### src/rtl/lcm_pkg.sv
package lcm_pkg;
  localparam int NLINES   = 2;
  localparam int LINE_SCL = 0;
  localparam int LINE_SDA = 1;
  typedef logic [NLINES-1:0] line_vec_t;
endpackage

### src/rtl/lcm_persist.sv
module lcm_persist #(
  parameter int WIN = 4
) (
  input  logic clk,
  input  logic rst_n,
  input  logic drive_en,
  input  logic intent,
  input  logic observed,
  input  logic wipe,
  output logic alarm
);
  logic [WIN-1:0] hist_q;
  logic [WIN-1:0] hist_d;
  logic [WIN:0]   shifted;
  logic           miss;

  // next-state: shift the masked mismatch in, or empty on wipe
  always_comb begin
    miss    = drive_en & (intent ^ observed);
    shifted = {hist_q, miss};
    hist_d  = wipe ? '0 : shifted[WIN-1:0];
  end

  always_ff @(posedge clk or negedge rst_n) begin
    if (!rst_n) hist_q <= '0;
    else        hist_q <= hist_d;
  end

  assign alarm = drive_en & (&hist_q);
endmodule

### src/rtl/lcm_sync.sv
module lcm_sync (
  input  logic clk,
  input  logic rst_n,
  input  logic scl_alarm,
  input  logic scl_obs,
  output logic pulse
);
  logic pulse_q;
  logic pulse_d;

  always_comb pulse_d = scl_alarm & ~scl_obs & ~pulse_q;

  always_ff @(posedge clk or negedge rst_n) begin
    if (!rst_n) pulse_q <= 1'b0;
    else        pulse_q <= pulse_d;
  end

  assign pulse = pulse_q;
endmodule

### src/rtl/i2c_conflict_monitor.sv
module i2c_conflict_monitor
  import lcm_pkg::*;
#(
  parameter int WIN = 4
) (
  input  logic clk,
  input  logic rst_n,
  input  logic scl_drive_en,
  input  logic scl_intent,
  input  logic scl_in,
  input  logic sda_drive_en,
  input  logic sda_intent,
  input  logic sda_in,
  output logic scl_alarm,
  output logic sda_alarm,
  output logic stretch_low,
  output logic clear,
  output logic arb_lost
);
  line_vec_t en_v, int_v, obs_v, alarm_v;
  logic      sync_pulse;

  assign en_v[LINE_SCL]  = scl_drive_en;
  assign en_v[LINE_SDA]  = sda_drive_en;
  assign int_v[LINE_SCL] = scl_intent;
  assign int_v[LINE_SDA] = sda_intent;
  assign obs_v[LINE_SCL] = scl_in;
  assign obs_v[LINE_SDA] = sda_in;

  for (genvar g = 0; g < NLINES; g++) begin : g_line
    lcm_persist #(.WIN(WIN)) u_persist (
      .clk      (clk),
      .rst_n    (rst_n),
      .drive_en (en_v[g]),
      .intent   (int_v[g]),
      .observed (obs_v[g]),
      .wipe     (sync_pulse),
      .alarm    (alarm_v[g])
    );
  end

  lcm_sync u_sync (
    .clk       (clk),
    .rst_n     (rst_n),
    .scl_alarm (alarm_v[LINE_SCL]),
    .scl_obs   (scl_in),
    .pulse     (sync_pulse)
  );

  assign scl_alarm   = alarm_v[LINE_SCL];
  assign sda_alarm   = alarm_v[LINE_SDA];
  assign stretch_low = sync_pulse;
  assign clear       = sync_pulse;
  assign arb_lost    = alarm_v[LINE_SDA] & scl_in;
endmodule

### config.mk
export PLATFORM = sky130hd
export DESIGN_NAME = i2c_conflict_monitor
export DESIGN_NICKNAME = d
export VERILOG_FILES = /design/src/rtl/lcm_pkg.sv /design/src/rtl/lcm_persist.sv /design/src/rtl/lcm_sync.sv /design/src/rtl/i2c_conflict_monitor.sv
export SDC_FILE = /design/constraint.sdc
export NUM_CORES = 1
export LEC_CHECK = 0
export ABC_AREA = 1
export CORE_AREA = 5 5 42 44
export DETAILED_ROUTE_END_ITERATION = 16
export DIE_AREA = 0 0 47 49
export SYNTH_ARGS = -nofsm -noshare
export SYNTH_HDL_FRONTEND = slang
export SYNTH_SLANG_ARGS = --single-unit
### constraint.sdc
create_clock -name clk -period 0.98 [get_ports clk]
set_clock_uncertainty 0.05 [all_clocks]
set_input_delay 0.245 -clock clk [delete_from_list [all_inputs] [get_ports clk]]
set_output_delay 0.245 -clock clk [all_outputs]
set_load 0.01 [all_outputs]
# == Word-level counts from Yosys, hierarchy flattened ==
# Index checks and enable logic that the tools add are counted.
# word_totals
in_bits,8
register_bits,9
n_memories,0
latch_bits,0
mem_bits_ro,0
wordCells,18
output_inout_bits,5
ram_bits,0
# classes
multipliers,0
eq_ne,0
shifts,0
reduce_logical,2
n_div,0
muxes,2
n_addsub,0
bitwise_logic,11
n_lt_le_gt_ge,0
# ops
op,count
two-way mux 4 bit,2
AND reduction 4 bit,2
AND 1 bit,7
inverter 1 bit,2
bitwise XOR 1 bit,2

# == Depth between registers and ports, before layout ==
# Gate-level depths: netlist of run 1.
# logic_depth
word_depth,4
mapped_depth,4

# == Hierarchy ==
# Synthesis of run 1 repeated with hierarchy kept, for this count alone.
# unflattened
cells_unflattened,49
hier_area_um2,389.1
# modules_own_cells
module,cells_each,instances,area_each_um2,seq_area_each_um2
lcm_persist,21,2,167.7,100.1
lcm_sync,4,1,38.8,25.0
i2c_conflict_monitor,3,1,15.0,0.0

# == Least setup slack after synthesis of run 1 ==
# No wires, ideal clock.
# synth_path
path_kind,reg-to-output
from,register g_line[1].u_persist.hist_q[1]
to,output port arb_lost
path_slack_ps,5
n_path_buf,0
path_stages_with_launch,3
arrival_ps,680
required_ps,685
cell_sequence,dfrtp_1 -> nand2_1 -> nor3_1
# synth_via
elab_chain_len,3
# synth_rtl
item,line,text
from (decl),lcm_persist.sv:12,logic [WIN-1:0] hist_q;
from (signal assigned),lcm_persist.sv:26,else hist_q <= hist_d;
AND reduction 4 bit,lcm_persist.sv:29,assign alarm = drive_en & (&hist_q);
AND 1 bit,lcm_persist.sv:29,
AND 1 bit,i2c_conflict_monitor.sv:54,assign arb_lost = alarm_v[LINE_SDA] & scl_in;
to (decl),i2c_conflict_monitor.sv:18,output logic arb_lost
# Every way passes these cells.

# == Worst setup path after layout of run 1 ==
# layout_path
from,register g_line[0].u_persist.hist_q[0]
to,output port scl_alarm
# layout_via
elab_chain_len,2
# layout_rtl
item,line,text
from (decl),lcm_persist.sv:12,
from (signal assigned),lcm_persist.sv:26,
AND reduction 4 bit,lcm_persist.sv:29,
AND 1 bit,lcm_persist.sv:29,
to (decl),i2c_conflict_monitor.sv:14,"output logic scl_alarm,"
# Every way passes these cells.

==> flow_summary.json, run 1 <==
{
  "status": "finished with violations",
  "violations": "setup timing",
  "p_leak_nw": 0.335,
  "ys_warn_count": 0,
  "gp_congestion": 0.703,
  "synth.top_cell.area_share": 0.616,
  "grt_overflow_total": 0,
  "synth_compound_area_frac": 0,
  "critical_path_class": "flip-flop to output port",
  "hp-class": "primary input to async pin",
  "r2r_end": "g_line[1].u_persist.hist_q[0]",
  "netlist_instances": 44,
  "cp-end-kind": "output port",
  "holdWs_ns": 0.245,
  "fp.dieW_um": 47,
  "htreeDepth": 1,
  "vdd_drop_max_v": 0.000616,
  "initial_core_util": 0.261,
  "yosys-top-cells-area": "dfrtp_1, nor2_1, inv_1, nand2_1, nand3_1",
  "synthArstFlopShare": 1.00,
  "grt_pass1_vias": 298,
  "tightest_slew_ns": 0.142,
  "synthToLayoutAreaGrowth_pct": 61.0,
  "cts_sinks": 9,
  "synthTopCellsByCount": "nor2_1, dfrtp_1, inv_1, nand2_1, nand3_1",
  "grt_first_pass_wirelength_mm": 1.21,
  "worstSetupStartpoint": "g_line[0].u_persist.hist_q[0]",
  "syn_area_um2": 365,
  "pin_count": 13,
  "yosys.area_share.simple": 0.260,
  "cp-start-kind": "flip-flop",
  "tns_ns": -1.06,
  "drt_iter0_markers": 8,
  "fp-row-count": 14,
  "io_buffers": 12,
  "synth_fa_ha_area_frac": 0,
  "wl_per_cell_um": 9.87,
  "power_density_mw_per_mm2": 1320,
  "diodes": 0,
  "r2r_setup_slack_ns": 0.05,
  "ys_seq_area_frac": 0.616,
  "layout-drive-gt1-share": 0.328,
  "die_area_mm2": 0.00230,
  "muxShareOfSynthArea": 0,
  "synth_fp_nets": 52,
  "grt_max_degree": 10,
  "cts_root_buf": "clkbuf_4",
  "cp-endpoint": "scl_alarm",
  "ff2ff_path_depth": 4,
  "fillers": 142,
  "synth_xor_area_frac": 0,
  "num_vias": 332,
  "worst_slack_ns": -0.303,
  "period_minus_slack_ns": 1.28,
  "arrival_ns": 0.99,
  "routed_via_density": 4.00,
  "cap_violations": 0,
  "drc": 0,
  "ys.flop_type": "dfrtp_1",
  "nets": 76,
  "drt_pass1_iterations": 4,
  "synth_most_common_cell": "nor2_1",
  "clockBufferDepth": 2,
  "grt_use_total": 0.0760,
  "dieHeight_um": 49,
  "grt_setup_unrepaired": "true",
  "core_area_mm2": 0.00140,
  "fin_crit_sh": 1.31,
  "path_clk_slew_ns": 0.07,
  "clock_latency_ns": 0.26,
  "cp_max_fo": 2,
  "place_hpwl_um": 607,
  "reg2reg_from": "u_sync.pulse",
  "fmax_mhz": 779,
  "worstPathRequired_ns": 0.68,
  "maxSlewViolCount": 0,
  "yosysUniqueCellTypes": 8,
  "ys_ff_latch": 9,
  "numCtsBuffers": 3,
  "slew-limit-headroom": 0.905,
  "cts_tree": "built",
  "syn_area_per_cell_um2": 8.30,
  "antenna_found_initial": 0,
  "final_hold_viol_count": 0,
  "synth_edf_count": 0,
  "wl_um": 819,
  "yosys.area.top_type": "dfrtp_1",
  "synth_top_family_by_area": "simple AND/OR/NAND/NOR gates",
  "setup_viol": 5,
  "ant_nets": 0
}
==> flip-flops by register name, summed over array words and instances, names as in the netlist <==
name                     flops
g_line.u_persist.hist_q      8
u_sync.pulse                 1
==> per-stage QoR <==
step	setup slack [ns]	utilization	total power, mW	cells	instance area [um2]
global placement	-0.871	0.391	0.495	76	548
floorplan	0.00452	-	0.434	44	365
detailed placement	-0.862	0.391	0.498	76	548
CTS	-0.343	0.394	0.782	80	552
finish	-0.303	0.420	0.776	83	588
global route	-0.417	0.420	0.826	83	588
==> where the power goes <==
group,internal (mW),switching (mW)
sequential,0.394,0.0103
clock,0.150,0.130
combinational,0.0516,0.0399
==> layout make-up <==
type | instances | area (um2) | area share
Clock buffer | 3 | 22.5 | 0.0383
Clock inverter | 1 | 5.00 | 0.00851
Inverter | 10 | 37.5 | 0.0638
Multi-Input combinational cell | 24 | 110 | 0.187
Sequential cell | 9 | 225 | 0.383
Tap cell | 16 | 20.0 | 0.0340
Timing Repair Buffer | 20 | 168 | 0.285
==> kinds of logic after synthesis <==
family                 count (synthesis)
buffers and inverters                 11
AND/OR/NAND/NOR                       24
flip-flops                             9
==> metal layers <==
layer	global-route usage	vias to the layer above	wire, um
met5	0	-	0
met1	0.0814	154	322
li1	-	172	-
met2	0.113	6	452
met4	0.0553	0	0
met3	0.0332	0	45
==> placed cells by master, fill, tap and decap left out <==
cell / Yosys / routed
inv_2: 1 / 1
buf_6: 0 / 1
buf_12: 0 / 1
nand2_1: 7 / 7
nand3_2: 0 / 2
clkbuf_4: 0 / 3
clkinv_2: 0 / 1
nor2_2: 0 / 2
buf_2: 0 / 5
clkdlybuf4s50_1: 0 / 4
dlygate4sd2_1: 0 / 3
nand3_1: 3 / 1
nor3_1: 1 / 1
dfrtp_1: 9 / 9
nor2_1: 13 / 11
buf_4: 1 / 6
inv_1: 9 / 9
==> how the worst min path moves through the flow <==
stage / from / endpoint / slack, ns / cells past startpoint
floorplan: rst_n / g_line[0].u_persist.hist_q[0] / -0.10 / 0
global placement: g_line[0].u_persist.hist_q[2] / g_line[0].u_persist.hist_q[3] / 0.40 / 2
detailed placement: g_line[0].u_persist.hist_q[2] / g_line[0].u_persist.hist_q[3] / 0.42 / 2
CTS: rst_n / u_sync.pulse / 0.24 / 2
global route: rst_n / u_sync.pulse / 0.24 / 2
finish: rst_n / u_sync.pulse / 0.25 / 2
==> critical path, stage by stage (launching register included) <==
cell and delay [ns]:
dfrtp_1 0.36, nand2_1 0.06, nor2_1 0.08, nand2_1 0.07, inv_1 0.04, buf_2 0.11
==> what timing repair did <==
action	CTS	global route
setup endpoints to repair	5	7
resized for setup	24	4
setup buffers	0	3
hold buffers	0	0
pin swaps	3	4
(Power assumes the default switching activity.)
==> run 2, diff against run 1 <==
--- a/config.mk
+++ b/config.mk
@@ -9,6 +9,7 @@
 export CORE_AREA = 5 5 42 44
 export DETAILED_ROUTE_END_ITERATION = 16
 export DIE_AREA = 0 0 47 49
+export SKIP_LAST_GASP = 1
 export SYNTH_ARGS = -nofsm -noshare
 export SYNTH_HDL_FRONTEND = slang
 export SYNTH_SLANG_ARGS = --single-unit
==> constraint.sdc (replaced) <==
create_clock -name clk -period 0.98 [get_ports clk]
set_clock_uncertainty 0.05 [all_clocks]
set_input_delay 0.245 -clock clk [delete_from_list [all_inputs] [get_ports clk]]
set_output_delay 0.245 -clock clk [all_outputs]
set_load 0.02 [all_outputs]
==> run 2 against run 1 <==
  * The flow still finishes with violations (setup timing)
  * Via count down 0.60%
  * Count of clock-buffer cells in the layout grew 1
  * Critical path depth unchanged
  * Flip-flop and latch count did not move
  * First-iteration DRC count fell by 63%
  * Sequential share of layout area fell by 0.67 points
  * Non-clock buffer count is 1 lower
  * Global-route usage is 1.1 points higher
  * Fmax down 2.5%
  * Cell area grew 2.3%
  * Die area did not move
  * Total power rose by 1.5%
  * Critical path type unchanged
  * Largest power group unchanged
==> flow_summary.json, run 2 (synthesized netlist as in run 1, its figures left out) <==
{
  "slew-limit-headroom": 0.916,
  "cap_violations": 0,
  "arrival_ns": 1.02,
  "gp_congestion": 0.730,
  "grt_overflow_total": 0,
  "wl_um": 806,
  "cts_tree": "built",
  "synthToLayoutAreaGrowth_pct": 64.7,
  "dieHeight_um": 49,
  "worstPathCellList": "nand2_1, nor2_1, nand2_1, inv_1, buf_6",
  "crit_buf_inv": 2,
  "pin_count": 13,
  "grt_first_pass_wirelength_mm": 1.35,
  "p_leak_nw": 0.321,
  "final_common_cell": "nor2_1",
  "cp_max_fo": 2,
  "path_delay_family": "flip-flops",
  "setup_viol": 5,
  "multi_input_area_um2": 108,
  "critical_path_class": "flip-flop to output port",
  "regMostFlops": "g_line.u_persist.hist_q",
  "clock_latency_ns": 0.26,
  "maxSlewViolCount": 0,
  "routed_via_density": 4.02,
  "drt_pass1_iterations": 2,
  "place_hpwl_um": 620,
  "num_vias": 330,
  "drt_iter0_markers": 3,
  "ant_nets": 0,
  "io_buffers": 12,
  "grt_use_total": 0.0875,
  "worstPathRequired_ns": 0.68,
  "worst_slack_ns": -0.336,
  "postCtsHoldBufs": 0,
  "largest_reg_flops": 8,
  "initial_core_util": 0.261,
  "violations": "setup timing",
  "nets": 75,
  "status": "finished with violations",
  "drc": 0,
  "wl_per_cell_um": 9.83,
  "total_power_uw": 787,
  "cts_sinks": 9,
  "grt_pass1_vias": 313,
  "die_area_mm2": 0.00230,
  "seqCellArea_um2": 226,
  "cts_root_buf": "clkbuf_4",
  "clockBufferDepth": 2,
  "crit_top_cell": "nand2_1",
  "max_stage_delay_ns": 0.36,
  "crit_path_top_delay_cell": "dfrtp_1",
  "vdd_drop_max_v": 0.000736,
  "final_cell_mix": "nor2_1, inv_1, dfrtp_1, nand2_1, buf_4",
  "fp.dieW_um": 47,
  "cp-start-kind": "flip-flop",
  "fmax_mhz": 760,
  "diodes": 0,
  "core_area_mm2": 0.00140,
  "final_hold_viol_count": 0,
  "hp-class": "primary input to async pin",
  "htreeDepth": 1,
  "period_minus_slack_ns": 1.32,
  "antenna_found_initial": 0,
  "path_clk_slew_ns": 0.06,
  "cp-end-kind": "output port",
  "fin_crit_sh": 1.34,
  "grt_max_degree": 10,
  "power_density_mw_per_mm2": 1310,
  "dp_slack_ns": -0.902,
  "fp-row-count": 14,
  "layout-drive-gt1-share": 0.318,
  "numCtsBuffers": 3,
  "grt_setup_unrepaired": "true",
  "fillers": 155,
  "tightest_slew_ns": 0.125
}
run 2: worst reg2reg max path: cells and delay by family, from the launching register on:
kind	cells	cell delay (ns)
flops	1	0.45
buf+inv	2	0.20
simple gates	2	0.17
run 2: report_power, final:
part	total, mW	leakage, nW	internal (mW)	switching [mW]
sequential	0.404	0.114	0.393	0.0103
combinational	0.0893	0.192	0.0510	0.0383
clock	0.294	0.0150	0.157	0.137
total	0.787	0.321	0.602	0.186
run 2: worst paths after layout:
path	from	depth (start not counted)	endpoint	slack, ns
setup / recovery	g_line[0].u_persist.hist_q[0]	5	scl_alarm	-0.34
hold reg to reg	g_line[0].u_persist.hist_q[1]	2	g_line[0].u_persist.hist_q[2]	0.44
max in group asynchronous	rst_n	2	u_sync.pulse	0.52
setup reg to reg	u_sync.pulse	4	g_line[0].u_persist.hist_q[0]	0.05
min in group clk	scl_drive_en	3	g_line[0].u_persist.hist_q[0]	0.33
hold / removal	rst_n	2	g_line[0].u_persist.hist_q[0]	0.25
run 2: through the flow:
| step | cell area, um2 | instances | utilization | hold WS, ns | setup TNS, ns |
|---|---|---|---|---|---|
| 4_1_cts | 596 | 82 | 0.425 | 0.239 | -1.32 |
| 5_1_grt | 602 | 82 | 0.429 | 0.230 | -1.61 |
| 3_3_place_gp | 562 | 77 | 0.401 | 0.419 | -3.70 |
| 2_1_floorplan | 372 | 44 | - | -0.101 | -0.0654 |
| 6_report | 602 | 82 | 0.429 | 0.245 | -1.24 |
| 3_5_place_dp | 562 | 77 | 0.401 | 0.426 | -3.71 |
run 2: final cells by class:
| cell class | instances | area share |
|---|---|---|
| Sequential cell | 9 | 0.376 |
| Clock buffer | 4 | 0.0437 |
| Tap cell | 16 | 0.0333 |
| Multi-Input combinational cell | 24 | 0.179 |
| Timing Repair Buffer | 19 | 0.306 |
| Inverter | 10 | 0.0624 |
run 2: repair_timing:
action	in CTS	in global routing
pin swaps	1	3
endpoints found under the setup margin	5	8
setup buffers	1	2
gates resized for setup	33	2
run 2: metal layers:
metal / up-vias / global-route usage / routed length (um)
met3: 2 / 0.0480 / 61
li1: 170 / - / -
met4: 0 / 0.0553 / 8
met5: - / 0 / 0
met2: 10 / 0.115 / 372
met1: 148 / 0.107 / 363
